## src/rtl/adc_scan_pkg.sv

```systemverilog
`timescale 1ns/1ps
package adc_scan_pkg;
  localparam int unsigned FRAME_BITS = 32;
  localparam int unsigned CMD_BITS   = 8;

  // start bit, channel, fixed 0, single-ended, power bits
  function automatic logic [CMD_BITS-1:0] build_cmd(input logic [2:0] ch);
    return {1'b1, ch, 1'b0, 1'b1, 2'b11};
  endfunction
endpackage

```

## src/rtl/adc_sclk_gen.sv

```systemverilog
`timescale 1ns/1ps
module adc_sclk_gen #(
  parameter int unsigned DIV = 16
) (
  input  logic clk_i,
  input  logic rst_ni,
  input  logic en_i,
  output logic sclk_o,
  output logic rise_o,
  output logic fall_o
);
  localparam int unsigned HALF  = DIV / 2;
  localparam int unsigned CNT_W = (HALF > 1) ? $clog2(HALF) : 1;

  logic [CNT_W-1:0] cnt_q;
  logic             sclk_q;
  logic             wrap;

  assign wrap = en_i && (cnt_q == CNT_W'(HALF - 1));

  always_ff @(posedge clk_i or negedge rst_ni) begin
    if (!rst_ni) begin
      cnt_q  <= '0;
      sclk_q <= 1'b0;
    end else if (!en_i) begin
      cnt_q  <= '0;
      sclk_q <= 1'b0;
    end else if (wrap) begin
      cnt_q  <= '0;
      sclk_q <= ~sclk_q;
    end else begin
      cnt_q  <= cnt_q + 1'b1;
    end
  end

  assign sclk_o = sclk_q;
  assign rise_o = wrap & ~sclk_q;
  assign fall_o = wrap & sclk_q;

  p_toggle_spacing_r5: assert property (@(posedge clk_i) disable iff (!rst_ni)
    (en_i && $past(en_i) && sclk_q != $past(sclk_q)) |=> $stable(sclk_q));
endmodule

```

## src/rtl/adc_spi_shift.sv

```systemverilog
`timescale 1ns/1ps
module adc_spi_shift
  import adc_scan_pkg::*;
#(
  parameter int unsigned SAMPLE_W   = 16,
  parameter int unsigned SAMPLE_LSB = 7
) (
  input  logic                clk_i,
  input  logic                rst_ni,
  input  logic                load_i,
  input  logic [CMD_BITS-1:0] cmd_i,
  input  logic                rise_i,
  input  logic                fall_i,
  input  logic                miso_i,
  output logic                mosi_o,
  output logic [SAMPLE_W-1:0] sample_o,
  output logic                done_o
);
  localparam int unsigned RX_W  = SAMPLE_W + SAMPLE_LSB;
  localparam int unsigned BIT_W = $clog2(FRAME_BITS);

  logic [FRAME_BITS-1:0] tx_q;
  logic [RX_W-1:0]       rx_q;
  logic [BIT_W-1:0]      bit_q;

  always_ff @(posedge clk_i or negedge rst_ni) begin
    if (!rst_ni) begin
      tx_q  <= '0;
      bit_q <= '0;
    end else if (load_i) begin
      tx_q  <= {cmd_i, {(FRAME_BITS-CMD_BITS){1'b0}}};
      bit_q <= '0;
    end else if (fall_i) begin
      tx_q  <= {tx_q[FRAME_BITS-2:0], 1'b0};
      bit_q <= bit_q + 1'b1;
    end
  end

  always_ff @(posedge clk_i or negedge rst_ni) begin
    if (!rst_ni)     rx_q <= '0;
    else if (rise_i) rx_q <= {rx_q[RX_W-2:0], miso_i};
  end

  assign mosi_o   = tx_q[FRAME_BITS-1];
  assign sample_o = rx_q[RX_W-1 -: SAMPLE_W];
  assign done_o   = fall_i && (bit_q == BIT_W'(FRAME_BITS - 1));

  p_rx_only_on_rise_r2: assert property (@(posedge clk_i) disable iff (!rst_ni)
    !rise_i |=> $stable(rx_q));
endmodule

```

## src/rtl/adc_result_bank.sv

```systemverilog
`timescale 1ns/1ps
module adc_result_bank #(
  parameter int unsigned NUM_CH   = 7,
  parameter int unsigned SAMPLE_W = 16,
  parameter int unsigned IDX_W    = 3
) (
  input  logic                clk_i,
  input  logic                rst_ni,
  input  logic                wr_en_i,
  input  logic [IDX_W-1:0]    wr_idx_i,
  input  logic [SAMPLE_W-1:0] wr_data_i,
  input  logic [IDX_W-1:0]    rd_idx_i,
  output logic [SAMPLE_W-1:0] rd_data_o
);
  logic [SAMPLE_W-1:0] bank_q [NUM_CH];

  for (genvar g = 0; g < NUM_CH; g++) begin : g_slot
    always_ff @(posedge clk_i or negedge rst_ni) begin
      if (!rst_ni)                                 bank_q[g] <= '0;
      else if (wr_en_i && wr_idx_i == IDX_W'(g))   bank_q[g] <= wr_data_i;
    end

    p_hold_r8: assert property (@(posedge clk_i) disable iff (!rst_ni)
      !(wr_en_i && wr_idx_i == IDX_W'(g)) |=> $stable(bank_q[g]));
  end

  always_comb begin
    rd_data_o = '0;
    for (int i = 0; i < NUM_CH; i++)
      if (rd_idx_i == IDX_W'(i)) rd_data_o = bank_q[i];
  end
endmodule

```

## src/rtl/adc_scan_seq.sv

```systemverilog
`timescale 1ns/1ps
module adc_scan_seq
  import adc_scan_pkg::*;
#(
  parameter int unsigned NUM_CH     = 7,
  parameter int unsigned CLK_DIV    = 16,
  parameter int unsigned SAMPLE_W   = 16,
  parameter int unsigned SAMPLE_LSB = 7,
  parameter int unsigned IDX_W      = 3
) (
  input  logic                clk_i,
  input  logic                rst_ni,
  input  logic                start_i,
  input  logic                clr_avail_i,
  input  logic [IDX_W-1:0]    rd_idx_i,
  output logic [SAMPLE_W-1:0] rd_data_o,
  output logic                busy_o,
  output logic                avail_o,
  output logic                sclk_o,
  output logic                mosi_o,
  input  logic                miso_i,
  output logic                cs_no
);
  localparam logic [IDX_W-1:0] LAST_CH = IDX_W'(NUM_CH - 1);

  logic                busy_q, avail_q;
  logic [IDX_W-1:0]    ch_q, next_ch;
  logic                start_acc, frame_done, last_ch, scan_end, load;
  logic                rise, fall;
  logic [SAMPLE_W-1:0] sample;

  assign start_acc = start_i & ~busy_q;
  assign last_ch   = (ch_q == LAST_CH);
  assign scan_end  = frame_done & last_ch;
  assign load      = start_acc | (frame_done & ~last_ch);
  assign next_ch   = start_acc ? '0 : IDX_W'(ch_q + 1'b1);

  always_ff @(posedge clk_i or negedge rst_ni) begin
    if (!rst_ni) begin
      busy_q  <= 1'b0;
      avail_q <= 1'b0;
      ch_q    <= '0;
    end else if (start_acc) begin
      busy_q  <= 1'b1;
      avail_q <= 1'b0;
      ch_q    <= '0;
    end else if (frame_done) begin
      if (last_ch) begin
        busy_q  <= 1'b0;
        avail_q <= 1'b1;
        ch_q    <= '0;
      end else begin
        ch_q    <= next_ch;
      end
    end else if (clr_avail_i) begin
      avail_q <= 1'b0;
    end
  end

  adc_sclk_gen #(.DIV(CLK_DIV)) u_sclk (
    .clk_i  (clk_i),
    .rst_ni (rst_ni),
    .en_i   (busy_q),
    .sclk_o (sclk_o),
    .rise_o (rise),
    .fall_o (fall)
  );

  adc_spi_shift #(.SAMPLE_W(SAMPLE_W), .SAMPLE_LSB(SAMPLE_LSB)) u_shift (
    .clk_i    (clk_i),
    .rst_ni   (rst_ni),
    .load_i   (load),
    .cmd_i    (build_cmd(3'(next_ch))),
    .rise_i   (rise),
    .fall_i   (fall),
    .miso_i   (miso_i),
    .mosi_o   (mosi_o),
    .sample_o (sample),
    .done_o   (frame_done)
  );

  adc_result_bank #(.NUM_CH(NUM_CH), .SAMPLE_W(SAMPLE_W), .IDX_W(IDX_W)) u_bank (
    .clk_i     (clk_i),
    .rst_ni    (rst_ni),
    .wr_en_i   (frame_done),
    .wr_idx_i  (ch_q),
    .wr_data_i (sample),
    .rd_idx_i  (rd_idx_i),
    .rd_data_o (rd_data_o)
  );

  assign busy_o  = busy_q;
  assign avail_o = avail_q;
  assign cs_no   = ~busy_q;

  p_cs_release_r4: assert property (@(posedge clk_i) disable iff (!rst_ni)
    $rose(cs_no) |-> avail_o);
  p_ch_step_r4: assert property (@(posedge clk_i) disable iff (!rst_ni)
    (frame_done && !last_ch) |=> (ch_q == $past(ch_q) + 1'b1) && busy_o);
  p_sclk_idle_r5: assert property (@(posedge clk_i) disable iff (!rst_ni)
    cs_no |-> !sclk_o);
  p_mosi_stable_r2: assert property (@(posedge clk_i) disable iff (!rst_ni)
    (sclk_o && $past(sclk_o)) |-> $stable(mosi_o));
  p_complete_r6: assert property (@(posedge clk_i) disable iff (!rst_ni)
    scan_end |=> avail_o && !busy_o);
  p_start_ignored_r7: assert property (@(posedge clk_i) disable iff (!rst_ni)
    (busy_o && start_i && !scan_end) |=> busy_o && !cs_no);
endmodule

```

## config.mk

```make
export PLATFORM = sky130hd
export DESIGN_NAME = adc_scan_seq
export DESIGN_NICKNAME = d
export VERILOG_FILES = /design/src/rtl/adc_scan_pkg.sv /design/src/rtl/adc_sclk_gen.sv /design/src/rtl/adc_spi_shift.sv /design/src/rtl/adc_result_bank.sv /design/src/rtl/adc_scan_seq.sv
export SDC_FILE = /design/constraint.sdc
export NUM_CORES = 1
export LEC_CHECK = 0
export BUFFER_PORTS_ARGS = -buffer_cell sky130_fd_sc_hd__clkbuf_2
export CORE_ASPECT_RATIO = 0.9
export CORE_MARGIN = 3
export CORE_UTILIZATION = 62
export DETAILED_ROUTE_END_ITERATION = 16
export PLACE_DENSITY = 0.81
export SKIP_CTS_REPAIR_TIMING = 1
export SYNTH_ARGS = -nofsm -noshare
export SYNTH_HDL_FRONTEND = slang
export SYNTH_SLANG_ARGS = --single-unit
```

## constraint.sdc

```tcl
create_clock -name clk_i -period 2.6 [get_ports clk_i]
set_input_delay 0.39 -clock clk_i [delete_from_list [all_inputs] [get_ports clk_i]]
set_output_delay 0.39 -clock clk_i [all_outputs]
set_load 0.05 [all_outputs]
```

== Word-level counts from Yosys, hierarchy flattened ==
Cells that the tools add are included.
Operators by class
  $add $sub $neg: 3
  equal/unequal tests: 16
  muxes and demuxes: 26
  bitwise gates (word level): 8
  reductions and logical operators: 17
Operators with widths (number)
  two-way mux 16 bit: 7
  two-way mux 32 bit: 2
  equality test 3 bit (second input constant): 7
  two-way mux 3 bit: 6
  equality test 3 x 2 -> 1 bit (second input constant): 4
  two-way mux 5 bit: 2
  logical AND 1 bit: 9
  two-way mux 1 bit: 9
  adder 3 x 1 -> 3 bit (second input constant): 2
  equality test 3 x 1 -> 1 bit (second input constant): 2
  zero test 3 bit: 2
  nonzero test 2 bit: 3
  adder 5 x 1 -> 5 bit (second input constant): 1
  equality test 5 bit (second input constant): 1
  AND 1 bit: 4
  AND reduction 2 bit: 2
  != test 3 x 2 -> 1 bit (second input constant): 1
  inverter 1 bit: 3
  nonzero test 3 bit: 1
  != test 2 x 1 -> 1 bit (second input constant): 1
  OR 1 bit: 1
Storage, ports and cells
  register bits: 181
  output and inout bits: 21
  word-level logic and storage cells: 85

== Depth between registers and ports, before layout ==
  depth after elaboration: 8
  gate-level depth with buffers: 8
  depth with buffers taken out: 7

== By module ==
From an unflattened synthesis, not the netlist that was laid out.
Unflattened totals
  cell total of the unflattened synthesis: 563
  area total of the unflattened synthesis: 7528.5 µm²
By module, submodules not included
  adc_result_bank: times used 1, cells an instance 393, area each 5411.4 µm², sequential area each 2802.7 µm²
  adc_spi_shift: times used 1, cells an instance 122, area each 1626.6 µm², sequential area each 900.9 µm²
  adc_scan_seq: times used 1, cells an instance 34, area each 307.8 µm², sequential area each 125.1 µm²
  adc_sclk_gen: times used 1, cells an instance 14, area each 182.7 µm², sequential area each 100.1 µm²

== Worst setup path after synthesis ==
Ideal clock, no wire load.
  path type: input to output
  from: in rd_idx_i[1]
  to: out rd_data_o[10]
  arrival time: 1.902 ns
  slack: 0.308 ns
  stages on the path: 6
  path buffers: 3
  cell sequence: buf_2 nand2b_1 clkbuf_1 clkbuf_1 o32ai_1 nor2_1
On the way
  longest elaborated chain between the ends: 8
RTL lines
  start, declared: RTL line adc_scan_seq.sv:15  | input logic [IDX_W-1:0] rd_idx_i,
  zero test 3 bit: RTL line adc_result_bank.sv:30  | if (rd_idx_i == IDX_W'(i)) rd_data_o = bank_q[i];
  two-way mux 16 bit (6 in series): RTL line adc_result_bank.sv:30
  two-way mux 16 bit *: RTL line adc_result_bank.sv:30
  end, declared: RTL line adc_scan_seq.sv:16  | output logic [SAMPLE_W-1:0] rd_data_o,
Mark *: on every way between the ends. The rest lies on a longest branch, timed or not.

== Worst setup path after layout ==
  from: reg u_sclk.cnt_q[0]
  to: reg u_shift.tx_q[29]
On the way
  longest elaborated chain between the ends: 7
RTL lines
  start, declared: RTL line adc_sclk_gen.sv:15  | logic [CNT_W-1:0] cnt_q;
  start signal, assigned: RTL line adc_sclk_gen.sv:32  | cnt_q <= cnt_q + 1'b1;
  equality test 3 bit *: RTL line adc_sclk_gen.sv:19  | assign wrap = en_i && (cnt_q == CNT_W'(HALF - 1));
  logical AND 1 bit *: RTL line adc_sclk_gen.sv:19
  AND 1 bit *: RTL line adc_sclk_gen.sv:38  | assign fall_o = wrap & sclk_q;
  logical AND 1 bit: RTL line adc_spi_shift.sv:46  | assign done_o = fall_i && (bit_q == BIT_W'(FRAME_BITS - 1));
  AND 1 bit: RTL line adc_scan_seq.sv:35  | assign load = start_acc | (frame_done & ~last_ch);
  OR 1 bit: RTL line adc_scan_seq.sv:35
  two-way mux 32 bit / nonzero test 2 bit (equally long branches)
  end signal, assigned: RTL line adc_spi_shift.sv:31  | tx_q <= {cmd_i, {(FRAME_BITS-CMD_BITS){1'b0}}};
  end signal, assigned: RTL line adc_spi_shift.sv:34  | tx_q <= {tx_q[FRAME_BITS-2:0], 1'b0};
  end, declared: RTL line adc_spi_shift.sv:22  | logic [FRAME_BITS-1:0] tx_q;
Marked as above.
A chain may end at the register's enable or synchronous reset.

==> results list <==
- Count of mapped cells out of synthesis: ~550
* Setup Viol. Count Final: 0
* Starting Density: 0.6406
- 1st-iter DRT viols: between 300 and 400
- Library cell used as clock root buffer: clkbuf_16
* Hpwl dp: 9417 um
- Wirelength per Cell: ~21 um
- Final hold analysis gives a worst-case slack of -0.04223 ns.
* Startpoint-to-endpoint class of the critical path: flop to flop
- Required time of the critical path: 2.89 ns
- For this run, the slowest stage of the critical path takes approximately 0.57 ns.
- Chip width: 121.0 um
- CTS H-tree lvls: 4
* Placed standard-cell area: 7869 sq um
* Cell breakdown of the critical path: ha_1 > ha_1 > and3_1 > nand3_1 > o21ai_2 > o21ai_0
- Share of synthesized area occupied by flip-flops and latches: 0.5320
* Syn Nets: between 500 and 600
* Number of clock sinks seen by CTS: ~160
- Average size of a mapped cell: 13.52 sq um
* Largest net degree at the start of global routing: 71
* Area of the multi-input gates: roughly 3200 sq um
* Share of async-settable or async-resettable flops after synthesis: 1.000
* Post-route standard cell area excluding fillers: approximately 8600 sq um
- In this run, distinct cell masters in the synthesized netlist total 37.
* Total number of yosys warnings: 0
- Worst max-slew margin expressed relative to the limit: 0.4767
- The final layout contains routed wiring with a total length of between 15000 and 20000 um.
* Global-route congestion overflow total: 0
* Standard-cell rows: 37
- Derived from the worst setup path, the maximum achievable clock frequency is 426.2 MHz.
- Average via count per standard cell: between 6 and 7
- Final Hold Violating Endpoints: 60
- The clock arrives with 0.007887 ns of skew.
* RSZ-0062 raised after global routing: no
- The commonest cells after synthesis are dfrtp_1 (157), mux2_2 (121), nand2_1 (22).
* Register bit count reported by yosys: around 160
- Ratio of cells with drive above 1 in the final layout: 0.3748
- Fraction of post-synthesis cell area in the top cell type by area: 0.5320
- TritonCTS built the clock tree.
- Across all setup checks in the final design, the least slack found is roughly 0.25 ns.
- Clock latency on the worst-skew pair, taken at its later pin, is between 0.4 and 0.5 ns.
- The analysis attributes to cell leakage a power of roughly 4.3 nW.
- The slowest stage of the critical path belongs to the cell and3_1.
- Number of buffers inserted during clock tree synthesis: 17
- # IOs: 29
* Number of nets at the end of the flow: ~590
- The clock period could shrink to roughly 2.3 ns.
- The flow ran to the end, but the final reports show violations.
* Clock transition time at the flip-flop clock pins of the worst setup and hold paths: 0.06 ns
- Port-buffer cells: 28
* Worst hold-check path type: primary input to asynchronous set/reset pin
- Across the run, the number of max-cap violations was 0.
- The longest clock path from root to sink contains 2 buffers.
* DRC violations left: 0
* Number of global-route vias before repair: between 4000 and 5000
* Sequential cell area in the final layout: 3929 sq um
- OpenSTA, run right after detailed placement, puts the worst setup slack at roughly 0.29 ns.
- Measured in cells, the most critical reg-to-reg path has a length of 6.
- Post-DRT Antenna Nets: 0
* Global-route total usage across every layer: 0.2570
- The initial antenna violation count was 0.
- The worst setup path is launched from a flop.
- The worst setup path is captured at a flop.
* Ant. Diodes: 0
- The region available for standard cell placement spans 11530 sq um.
- Summing over every cut layer, the via total after detailed routing is between 4000 and 5000.
- The checks that failed: hold timing.
- First-pass GRT wire length: about 26000 um
- The number of max-slew violations in the final report came to 0.
- Worst EP arrival: between 2 and 3 ns
- Cell types with the largest area share after synthesis: dfrtp_1 (53%), mux2_2 (18%), mux2_1 (3.0%)
- In this run, synthesis inferred 0 flip-flops with an integrated enable.
* Gp weighted congestion: approximately 0.76
- Most frequent CP cell: ha_1
- dfrtp_1 takes more of the synthesized area than any other cell.
* Final total negative setup slack: 0 ns
- P&R area growth vs syn: 16.06%
* Slew at the pin closest to its max-slew limit: 0.7850 ns
- In the synthesized netlist the dominant register cell turns out to be dfrtp_1.
- The layout has a little under 700 filler cells.
- Die Y: about 110 um
- Areal power density over the cells: 658.3 nW/um^2
- Most common cell in the netlist: dfrtp_1
- DIE AREA: ~13000 sq um
* Number of detailed-route iterations in the first pass: 4
- Cell Area, Synth: about 7400 sq um
- Crit share post-route: 0.9023
- Maximum fanout along the worst path: 13
* Max VDD drop: roughly 0.00059 V
- Overall power consumption after layout is estimated at 5.642 mW.
cells in the final DEF (no fill, tap or decap), types with 2 or more instances in the layout:
cell / n
o2bb2ai_1: 16
and3_4: 2
clkbuf_2: 11
inv_1: 5
mux2_4: 10
nand3_1: 5
dfrtp_1: 157
nand2b_1: 17
nor2_8: 6
o32ai_1: 16
nor3b_1: 2
o22ai_1: 2
nand2_1: 22
a21oi_1: 20
nand2_4: 3
o21ai_0: 3
ha_1: 9
nor2b_1: 3
nor2_1: 21
clkinvlp_4: 2
mux2_2: 121
nand2_2: 2
mux2i_1: 19
bufinv_16: 6
xnor2_1: 2
mux2_1: 20
buf_4: 14
a221oi_1: 16
clkbuf_8: 5
xor2_1: 2
buf_12: 17
and3_1: 4
clkbuf_16: 17
sequential cells by signal (all words and copies together), names as in the netlist:
| name | cells |
|---|---|
| busy_o | 1 |
| u_bank.bank_q | 112 |
| u_sclk.cnt_q | 3 |
| avail_o | 1 |
| u_shift.rx_q | 23 |
| u_shift.tx_q | 8 |
| ch_q | 3 |
| u_shift.bit_q | 5 |
| u_sclk.sclk_o | 1 |
power by group:
group | total [mW] | switching, mW | leakage (nW) | internal (mW)
registers | 2.45 | 0.00150 | 2.13 | 2.45
logic | 0.290 | 0.186 | 1.86 | 0.104
clock network | 2.90 | 0.973 | 0.336 | 1.93
critical path, delay by kind of cell, from the launching register on:
kind | cells | cell delay [ns]
and+or+nand+nor | 2 | 0.86
DFF | 1 | 0.35
AOI/OAI and AO/OA | 2 | 0.39
adders and majority gates | 2 | 0.61
worst paths after layout:
check	startpoint	end	slack, ns
max reg2reg	u_sclk.cnt_q[0]	u_shift.tx_q[29]	0.25
max in group asynchronous	rst_ni	u_shift.bit_q[2]	1.84
min reg2reg	u_sclk.cnt_q[0]	u_sclk.cnt_q[0]	0.43
max	u_sclk.cnt_q[0]	u_shift.tx_q[29]	0.25
min	rst_ni	u_bank.bank_q[47]	-0.04
min in group clk_i	miso_i	u_shift.rx_q[0]	0.20
kinds of logic (layout without fill, tap and decap cells):
kind of cell,after synthesis,in the layout,share of synthesized area
simple gates,90,90,0.07574
flops,157,157,0.5320
xor+xnor,4,4,0.004745
mux,170,170,0.2611
fa+ha+maj,9,9,0.01525
compound gates,76,76,0.07794
buf+inv,40,81,0.03321
per-layer routing:
metal / global-route usage / vias to the layer above / wire (um)
met2: 0.4351 / 108 / 8016
li1: - / 2066 / -
met4: 0.08252 / 0 / 223
met3: 0.06173 / 23 / 640
met1: 0.3302 / 2381 / 6700
met5: 0 / - / 0
layout make-up:
type,count,share of cell area
Clock buffer,23,0.05810
Clock inverter,9,0.02380
Inverter,6,0.002628
Multi-Input combinational cell,349,0.3746
Sequential cell,157,0.4584
Tap cell,156,0.02277
Timing Repair Buffer,43,0.05971
through the flow:
| stage | utilization | cells | hold WS [ns] |
|---|---|---|---|
| 6_report | 0.7435 | 743 | -0.04223 |
| 4_1_cts | 0.7435 | 743 | -0.01477 |
| 3_5_place_dp | 0.6826 | 711 | 0.4217 |
| 2_1_floorplan | - | 546 | 0.09441 |
| 5_1_grt | 0.7435 | 743 | 0.002329 |
| 3_3_place_gp | 0.6826 | 711 | 0.4191 |
Note: power is estimated with default switching activity, not from simulation.
